===== config.mk =====
export PLATFORM = sky130hd
export DESIGN_NAME = dec_out_seq
export DESIGN_NICKNAME = d
export VERILOG_FILES = /design/src/rtl/dos_pkg.sv /design/src/rtl/dos_sync.sv /design/src/rtl/dos_seq.sv /design/src/rtl/dos_out.sv /design/src/rtl/dec_out_seq.sv
export SDC_FILE = /design/constraint.sdc
export NUM_CORES = 1
export LEC_CHECK = 0
export ABC_AREA = 1
export BUFFER_PORTS_ARGS = -buffer_cell sky130_fd_sc_hd__buf_2
export CAP_MARGIN = 15
export CORE_MARGIN = 1.5
export CORE_UTILIZATION = 50
export DETAILED_ROUTE_END_ITERATION = 10
export PLACE_DENSITY_LB_ADDON = 0.12
export SYNTH_ARGS = -nofsm -noshare
export SYNTH_HDL_FRONTEND = slang
export SYNTH_SLANG_ARGS = --single-unit

===== constraint.sdc =====
create_clock -name clk_i -period 1.55 [get_ports clk_i]
set_input_delay 0.0775 -clock clk_i [delete_from_list [all_inputs] [get_ports clk_i]]
set_output_delay 0.0775 -clock clk_i [all_outputs]
set_load 0.01 [all_outputs]

===== src/rtl/dos_pkg.sv =====
package dos_pkg;
  localparam int DOS_DATA_W      = 16;
  localparam int DOS_DEC_RATIO   = 32;
  localparam int DOS_SETTLE      = 4;
  localparam int DOS_SYNC_STAGES = 2;
endpackage


===== src/rtl/dos_sync.sv =====
module dos_sync #(
  parameter int STAGES = dos_pkg::DOS_SYNC_STAGES
) (
  input  logic clk_i,
  input  logic rst_ni,
  input  logic async_i,
  output logic lvl_o
);
  logic [STAGES-1:0] ff_q;

  generate
    if (STAGES == 1) begin : g_one
      always_ff @(posedge clk_i or negedge rst_ni)
        if (!rst_ni) ff_q <= '0;
        else         ff_q <= async_i;
    end else begin : g_chain
      always_ff @(posedge clk_i or negedge rst_ni)
        if (!rst_ni) ff_q <= '0;
        else         ff_q <= {ff_q[STAGES-2:0], async_i};
    end
  endgenerate

  assign lvl_o = ff_q[STAGES-1];
endmodule


===== src/rtl/dos_seq.sv =====
module dos_seq #(
  parameter int DEC_RATIO = dos_pkg::DOS_DEC_RATIO
) (
  input  logic clk_i,
  input  logic rst_ni,
  input  logic hold_i,
  output logic wrap_o,
  output logic late_o
);
  localparam int CNT_W = $clog2(DEC_RATIO);
  localparam logic [CNT_W-1:0] LAST = CNT_W'(DEC_RATIO - 1);
  localparam logic [CNT_W-1:0] WARN = CNT_W'(DEC_RATIO - 2);

  logic [CNT_W-1:0] cnt_q;
  logic             at_last;

  assign at_last = (cnt_q == LAST);

  always_ff @(posedge clk_i or negedge rst_ni)
    if (!rst_ni)                cnt_q <= '0;
    else if (hold_i || at_last) cnt_q <= '0;
    else                        cnt_q <= cnt_q + 1'b1;

  assign wrap_o = at_last & ~hold_i;
  // strobe window: last two counts of the period
  assign late_o = (cnt_q >= WARN);
endmodule


===== src/rtl/dos_out.sv =====
module dos_out #(
  parameter int DATA_W       = dos_pkg::DOS_DATA_W,
  parameter int SETTLE_WORDS = dos_pkg::DOS_SETTLE
) (
  input  logic              clk_i,
  input  logic              rst_ni,
  input  logic              hold_i,
  input  logic              wrap_i,
  input  logic              late_i,
  input  logic [DATA_W-1:0] sample_i,
  output logic              drdy_o,
  output logic [DATA_W-1:0] data_o
);
  localparam int SET_W = $clog2(SETTLE_WORDS + 2);
  localparam logic [SET_W-1:0] SET_INIT = SET_W'(SETTLE_WORDS);

  logic [SET_W-1:0]  left_q;
  logic              primed_q;
  logic [DATA_W-1:0] data_q;

  always_ff @(posedge clk_i or negedge rst_ni)
    if (!rst_ni) begin
      left_q   <= SET_INIT;
      primed_q <= 1'b0;
    end else if (hold_i) begin
      left_q   <= SET_INIT;
      primed_q <= 1'b0;
    end else if (wrap_i) begin
      if (left_q != '0) left_q   <= left_q - 1'b1;
      else              primed_q <= 1'b1;
    end

  // load only once settling has drained
  always_ff @(posedge clk_i or negedge rst_ni)
    if (!rst_ni)                         data_q <= '0;
    else if (wrap_i && (left_q == '0))   data_q <= sample_i;

  assign drdy_o = hold_i | ~primed_q | late_i;
  assign data_o = data_q;
endmodule


===== src/rtl/dec_out_seq.sv =====
module dec_out_seq #(
  parameter int DATA_W       = dos_pkg::DOS_DATA_W,
  parameter int DEC_RATIO    = dos_pkg::DOS_DEC_RATIO,
  parameter int SETTLE_WORDS = dos_pkg::DOS_SETTLE,
  parameter int SYNC_STAGES  = dos_pkg::DOS_SYNC_STAGES
) (
  input  logic              clk_i,
  input  logic              rst_ni,
  input  logic              sync_i,
  input  logic [DATA_W-1:0] sample_i,
  output logic              drdy_o,
  output logic [DATA_W-1:0] data_o
);
  logic hold;
  logic wrap;
  logic late;

  dos_sync #(.STAGES(SYNC_STAGES)) u_sync (
    .clk_i  (clk_i),
    .rst_ni (rst_ni),
    .async_i(sync_i),
    .lvl_o  (hold)
  );

  dos_seq #(.DEC_RATIO(DEC_RATIO)) u_seq (
    .clk_i (clk_i),
    .rst_ni(rst_ni),
    .hold_i(hold),
    .wrap_o(wrap),
    .late_o(late)
  );

  dos_out #(.DATA_W(DATA_W), .SETTLE_WORDS(SETTLE_WORDS)) u_out (
    .clk_i   (clk_i),
    .rst_ni  (rst_ni),
    .hold_i  (hold),
    .wrap_i  (wrap),
    .late_i  (late),
    .sample_i(sample_i),
    .drdy_o  (drdy_o),
    .data_o  (data_o)
  );
endmodule


==> results.md, run 1 <==
* RSZ-0062 raised after global routing: true
* Final #Nets at approximately 210
* DIE AREA at ~2800 µm²
* Period minus WS final at between 1500 and 2000 ps
* Final hold vios at 0
* EDFF count, synth at 0
* Tightest Hold Check Type: input pin to asynchronous set/reset pin
* Starting DRT DRC Count at 13
* Top_reg_cell synth: dfrtp_1
* PortBufs at 35
* Routed vias at 992
* CP required at 1780 ps
* Setup ws final at -5.79 ps
* Antenna diodes at 0
* Wire length per cell at 11.6 µm
* Total grt overflow at 0
* Vias in the first global route at 941
* CTS tree: done
* Worst Setup Path Type: flip-flop to flip-flop
* FF+latch count, synth at 27
* CP Max Fanout at 20
* Clock slew seen by the registers of the worst setup and hold paths at 140 ps
* Num ports at 36
* P&R area growth vs syn at 37.5%
* Clock share of power at 22.3%
* Sequential area share after synthesis at 54.9%
* Worst EP arrival at between 1500 and 2000 ps
* Hold slack at roughly 270 ps
* Routed Antenna Nets at 0
* Initial antenna violation count at 0
* CTS Buffer Depth at 2
* Finished Layout Cells at 212
* Met2 wire length at 1.28 mm
* Synth Cell Area at 1230 µm²
* Synth Instances at 126
* Design area at 1700 µm²
* Sw Share at 27.1%
* Leading area contributor after synthesis: dfrtp_1
* Asr flop ratio synth at 100%
* F_max at 643 MHz
* Die X at 52.7 µm
* Synth cell types at 17
* Syn Nets at 150
* Peak supply drop at 0.778 mV
* Cell-internal power at 0.961 mW
* Share of cells above drive strength 1 at approximately 40%
* Comb power frac at 19.0%
* Max_slew headroom at about three fifths
* Skew-Pair Late Insertion Delay at roughly 320 ps
* Via-per-instance ratio at 4.68
* Top cell type's share of synthesized area at about 53%
* Worst setup EP type: flip-flop
* Cells after DPL at 190
* Maxcap violations at 0
* Row count at 17
* Total core area at 2280 µm²
* Largest net degree at the start of global routing at 28
* Psw at roughly 0.36 mW
* RePlAce Congestion at 0.758
* DR top layer: met4
* Violated checks: negative setup slack
* Routed met1 length at about 1.0 mm
* Total iterations of the first detailed-routing run at 4
* Cell Pwr Density at 778 nW/µm²
* Top cells by area in the synthesized netlist: dfrtp_1 (53%), o21ai_2 (11%), nand2_1 (8.8%), inv_1 (7.0%), ha_1 (5.1%)
* First-pass GRT wire length at 3.86 mm
* DRC at 0
* Placed cell area at 1470 µm²
* Clk root buf: clkbuf_4
* Fin crit share at 100%
* Worst Max-Slew Pin Slew at 576 ps
* Effective utilization at floorplan at 54.2%
* H-tree Lvls at 1
* DR WL met3 at 113 µm
* Crit path launch type: flip-flop
* Status: complete, but fails checks
* Pwr Total at 1.32 mW
* Setup violations, final at 1
* Global Route Usage Sum at between 15 and 20%
* Clk sinks at 27
* Syn avg cell area at 9.79 µm²
* Slew Viols, Final at 0
* Setup TNS at -5.79 ps
* Setup bufs post-CTS at 0
* Lkg Pwr at about 0.88 nW
* DP Wirelength at about 1.6 mm
* Share of power burned in registers at 58.7%
* Num CTS Buffers at 3
* Yosys warns at 0
* Die Y at about 53 µm
* Post-route clock skew at 6.50 ps
* DRT Wirelength at 2.46 mm
power groups by stage:
stage               combinational (mW)  sequential [mW]  clock [mW]
global route                     0.285            0.780       0.328
detailed placement               0.215            0.786           0
floorplan                        0.142            0.780           0
CTS                              0.249            0.773       0.312
finish                           0.251            0.775       0.295
global placement                 0.204            0.786           0
sequential cells by signal, summed over array words and instances, names as in the netlist:
| signal | count |
|---|---|
| u_seq.cnt_q | 5 |
| u_out.primed_q | 1 |
| u_sync.ff_q | 2 |
| u_out.data_o | 16 |
| u_out.left_q | 3 |
cell usage after synthesis, types with 3 or more instances:
| library cell | count |
|---|---|
| nand2_1 | 29 |
| dfrtp_1 | 26 |
| inv_1 | 23 |
| o21ai_2 | 16 |
| nor2_1 | 7 |
| ha_1 | 5 |
| nand3_1 | 4 |
| buf_6 | 3 |
| inv_2 | 3 |
| o21ai_0 | 3 |
through the flow:
step	util, %	worst slack, ps
finish	74.5	-5.79
global route	74.5	-85.8
CTS	73.4	-12.2
detailed placement	64.4	9.62
global placement	64.4	99.4
floorplan	-	112
layout make-up:
type / instances / area (µm²)
repair buffers: 57 / 410
flip-flops and latches: 27 / 677
inverters: 26 / 97.6
fillers: 162 / 579
clock buffers: 4 / 26.3
well taps: 28 / 35.0
multi-input cells: 70 / 450
layer usage:
layer | vias up | track usage [%]
met1 | 458 | 22.4
met3 | 4 | 3.43
met4 | 0 | 7.69
met2 | 31 | 34.6
met5 | - | 0
li1 | 499 | -
what timing repair did:
item / 4_1_cts / 5_1_grt
hold endpoints to repair: 43 / 0
gates resized for setup: 0 / 9
pin swaps: 0 / 1
hold buffers: 18 / 0
endpoints found under the setup margin: 1 / 21
cell usage in the layout, fill, tap and decap left out, drive strengths merged:
cell and count:
buf 39, nand2 30, dfrtp 26, inv 26, o21ai 19, dlygate4sd3 18
nor2 8, ha 5, nand3 4, clkbuf 4, a21oi 1, o21bai 1
nand4 1, or2 1, dfstp 1
kinds of logic (layout without fill, tap and decap cells):
family          after synthesis  in the layout  synth area share [%]
compound gates               21             21                  13.6
buf+inv                      29             87                  10.6
flops                        27             27                  54.9
fa+ha+maj                     5              5                  5.07
simple gates                 44             44                  15.8
critical path, cell delays in order, from the launching register on:
cell,delay (ps)
dfrtp_1,380
ha_2,200
nand2_1,60
nor2_1,100
ha_2,240
nand4_4,150
buf_12,190
nand2_1,80
o21ai_2,60
worst paths after layout:
check                                     from          endpoint  slack [ps]  cells after the start
worst min register to register  u_sync.ff_q[0]    u_sync.ff_q[1]         380                      0
worst max register to register  u_seq.cnt_q[0]  u_out.data_o[12]          -6                      8
worst min-delay path                    rst_ni   u_out.data_o[5]         270                      2
worst max-delay path            u_seq.cnt_q[0]  u_out.data_o[12]          -6                      8
max in group asynchronous               rst_ni   u_out.left_q[2]         900                      2
min in group clk_i              u_sync.ff_q[0]    u_sync.ff_q[1]         380                      0
(Power assumes the default switching activity.)
==> inputs of run 2 (changes only) <==
--- a/config.mk
+++ b/config.mk
@@ -12,6 +12,8 @@
 export CORE_UTILIZATION = 50
 export DETAILED_ROUTE_END_ITERATION = 10
 export PLACE_DENSITY_LB_ADDON = 0.12
+export SKIP_LAST_GASP = 1
 export SYNTH_ARGS = -nofsm -noshare
 export SYNTH_HDL_FRONTEND = slang
+export SYNTH_HIERARCHICAL = 1
 export SYNTH_SLANG_ARGS = --single-unit
==> run 2 against run 1 <==
Count of clock-buffer cells in the layout decreased by 1. Worst hold slack improved by 1.6 ps. Non-clock buffer count increased by 2. Sequential share of layout area decreased by 1.2 points. Utilization decreased by 2.7 points. Flip-flop and latch count unchanged. Worst setup slack got worse by 51 ps. First-iteration DRC count increased by 15%. Global-route usage increased by 0.39 points. Largest power group unchanged. Routed wire length decreased by 2.3%. Critical path depth increased by 2. The flow still finishes with violations (negative setup slack).
==> results.md, run 2 <==
* Status: complete, but fails checks
* Violated checks: negative setup slack
* Layout fillers at 187 (+15%)
* Pwr Total at 1.13 mW (-14%)
* F_max at 622 MHz (-3.2%)
* Final #Nets at 213 (+1.9%)
* Worst Max-Slew Pin Slew at 578 ps (+1.54 ps)
* Crit path launch type: flip-flop
* Worst Setup Path Type: flip-flop to flip-flop
* DRC at 0 (unchanged)
* Wire length per cell at 11.0 µm (-5.0%)
* Clock slew seen by the registers of the worst setup and hold paths at 140 ps (about the same)
* Num CTS Buffers at 3 (unchanged)
* FF+latch count, synth at 27 (unchanged)
* Effective utilization at floorplan at 52.3% (-1.9 points)
* Setup ws final at -57.1 ps (-51.4 ps)
* Setup TNS at -517 ps (-512 ps)
* Worst EP arrival at 1830 ps (+50 ps)
* Most common cell after layout, fill and taps aside: buf_2
* Most common library cells after synthesis: inv_1 (27), dfrtp_1 (26), nand2_1 (20), o21ai_2 (16), nor2_1 (11)
* First-pass GRT wire length at 4.01 mm (+3.9%)
* Routed Antenna Nets at 0 (unchanged)
* Leading area contributor after synthesis: dfrtp_1
* Most Crowded Layer GR: met2
* Die X at 53.4 µm (+1.4%)
* Tightest Hold Check Type: input pin to asynchronous set/reset pin
* Die Y at 53.4 µm (+1.4%)
* Asr flop ratio synth at 100% (unchanged)
* CTS tree: done
* Syn Nets at 152 (+1.3%)
* Final hold vios at 0 (unchanged)
* Count leader, synth: inv_1
* Top_reg_cell synth: dfrtp_1
* Worst-path cell chain: ha_2, nand2_1, nor2_2, ha_2, inv_2, nor2_4, nand3_4, buf_12, nand2_1, o21ai_2
* Share of cells above drive strength 1 at 42.0% (+1.8 points)
* Worst setup EP type: flip-flop
* Lkg Pwr at 0.873 nW (-0.48%)
* Setup violations, final at 17 (+16)
* Skew-Pair Late Insertion Delay at 310 ps (about the same)
* Final core utilization at 71.9% (-2.7 points)
* Maxcap violations at 0 (unchanged)
* Synth cell types at 17 (unchanged)
* Syn avg cell area at 9.93 µm² (+1.4%)
* Cell Pwr Density at 647 nW/µm² (-17%)
* Cell at the slowest stage of the critical path: dfrtp_1
* DIE AREA at 2850 µm² (+2.9%)
* Post-route clock skew at 3.12 ps (-3.37 ps)
* RePlAce Congestion at 0.704 (-7.1%)
* PortBufs at 35 (unchanged)
* Via-per-instance ratio at 4.56 (-2.5%)
* CP peak stage delay at 380 ps (about the same)
* Vias in the first global route at 990 (+5.2%)
* Routed vias at 995 (+0.30%)
* Commonest non-fill, non-tap cells in the layout: buf_2 (35), inv_1 (26), dfrtp_1 (26), nand2_1 (20), dlygate4sd3_1 (18)
* Largest net degree at the start of global routing at 28 (unchanged)
* Finished Layout Cells at 218 (+2.8%)
* Met3 Usage GRT at 4.80% (+1.4 points)
* Global Route Usage Sum at 19.6% (+0.39 points)
* CP Max Fanout at 17 (-15%)
* Cells after DPL at 196 (+3.2%)
* Row count at 18 (+1)
* DRT Wirelength at 2.40 mm (-2.3%)
* Starting DRT DRC Count at 15 (+2)
* Clk sinks at 27 (unchanged)
* Num ports at 36 (unchanged)
* H-tree Lvls at 1 (unchanged)
* Peak supply drop at 0.706 mV (-9.2%)
* Max_slew headroom at 61.5% (-0.10 points)
* Synth Cell Area at 1270 µm² (+3.0%)
* Yosys warns at 6 (+6)
* Slew Viols, Final at 0 (unchanged)
* Fin crit share at 104% (+3.3 points)
* M1 GR Usage at 20.7% (-1.7 points)
* Met2 Use GR at 38.9% (+4.3 points)
* CTS Buffer Depth at 2 (unchanged)
* RSZ-0062 raised after global routing: true
* Clk root buf: clkbuf_4
* Sequential area share after synthesis at 53.2% (-1.6 points)
* EDFF count, synth at 0 (unchanged)
* Max reg flops at 16 (unchanged)
* Period minus WS final at 1610 ps (+51.4 ps)
* P&R area growth vs syn at 37.5% (about the same)
* Total grt overflow at 0 (unchanged)
* CP required at 1770 ps (about the same)
* Hold slack at 275 ps (+1.63 ps)
* Synth Instances at 128 (+1.6%)
* Top cell type's share of synthesized area at 51.2% (-1.6 points)
* Total iterations of the first detailed-routing run at 4 (unchanged)
* Initial antenna violation count at 0 (unchanged)
* Antenna diodes at 0 (unchanged)
* DP Wirelength at 1.60 mm (-3.0%)
* Top cells by area in the synthesized netlist: dfrtp_1 (51%), o21ai_2 (11%), inv_1 (8.0%), nand2_1 (5.9%), ha_1 (4.9%)
* Total core area at 2430 µm² (+6.9%)
run 2: cell count changes after synthesis, moves of 2 or more:
cell	previous run	this run
nor2_1	7	11
nand2_2	1	6
nand4_1	0	2
o21ai_0	3	1
inv_1	23	27
nand2_1	29	20
inv_2	3	0
run 2: repair_timing:
action	CTS	global route
pin swaps	0	3
endpoints found under the setup margin	17	21
buffers inserted	0	0
hold buffers	18	0
gates resized for setup	0	3
hold endpoints to repair	43	0
run 2: where the power goes:
part	total, mW	leakage (nW)	internal, mW	switching (mW)
Clock	0.295	0.0177	0.0965	0.199
Combinational	0.113	0.573	0.0622	0.0513
Sequential	0.722	0.283	0.713	0.00862
Total	1.13	0.873	0.872	0.259
run 2: final timing paths:
check | slack [ps] | start | cells past startpoint | end
worst max-delay path | -60 | u_seq/cnt_q[0] | 10 | u_out/data_o[5]
worst min-delay path | 270 | rst_ni | 2 | u_out/data_o[0]
worst max register to register | -60 | u_seq/cnt_q[0] | 10 | u_out/data_o[5]
worst min register to register | 370 | u_sync/ff_q[0] | 0 | u_sync/ff_q[1]
max in group asynchronous | 900 | rst_ni | 2 | u_out/left_q[2]
min in group clk_i | 370 | u_sync/ff_q[0] | 0 | u_sync/ff_q[1]
run 2: critical path: cells and delay by family (launching register included):
kind | cells | cell delay, ps
buffers and inverters | 2 | 210
adders and majority gates | 2 | 390
AOI/OAI and AO/OA | 1 | 60
and+or+nand+nor | 5 | 470
DFF | 1 | 380
run 2: per-stage QoR:
step                      instance area, µm²  setup slack, ps
after global routing                    1750             -160
final                                   1750            -57.1
after global placement                  1530             48.6
after detailed placement                1530             6.68
after CTS                               1740            -56.4
after floorplan                         1280            -53.6
run 2: logic make-up (layout without fill, tap and decap cells):
| family | Yosys count | count (layout) | synth area share, % |
|---|---|---|---|
| fa+ha+maj | 5 | 5 | 4.92 |
| buf+inv | 30 | 90 | 10.6 |
| compound gates | 19 | 19 | 13.1 |
| flops | 27 | 27 | 53.2 |
| simple gates | 47 | 47 | 18.1 |
run 2: final cells by class:
type,count,area (µm²),share of cell area [%]
multi-input cells,71,479,27.4
inverters,27,101,5.80
clock inverters,1,5.00,0.286
well taps,30,37.5,2.15
clock buffers,3,22.5,1.29
repair buffers,59,425,24.3
flip-flops and latches,27,677,38.7
run 2: metal layers:
| metal | up-vias | part of all wire, % |
|---|---|---|
| met4 | 0 | 0 |
| met5 | - | 0 |
| met1 | 456 | 40 |
| li1 | 509 | - |
| met3 | 0 | 4.7 |
| met2 | 30 | 56 |
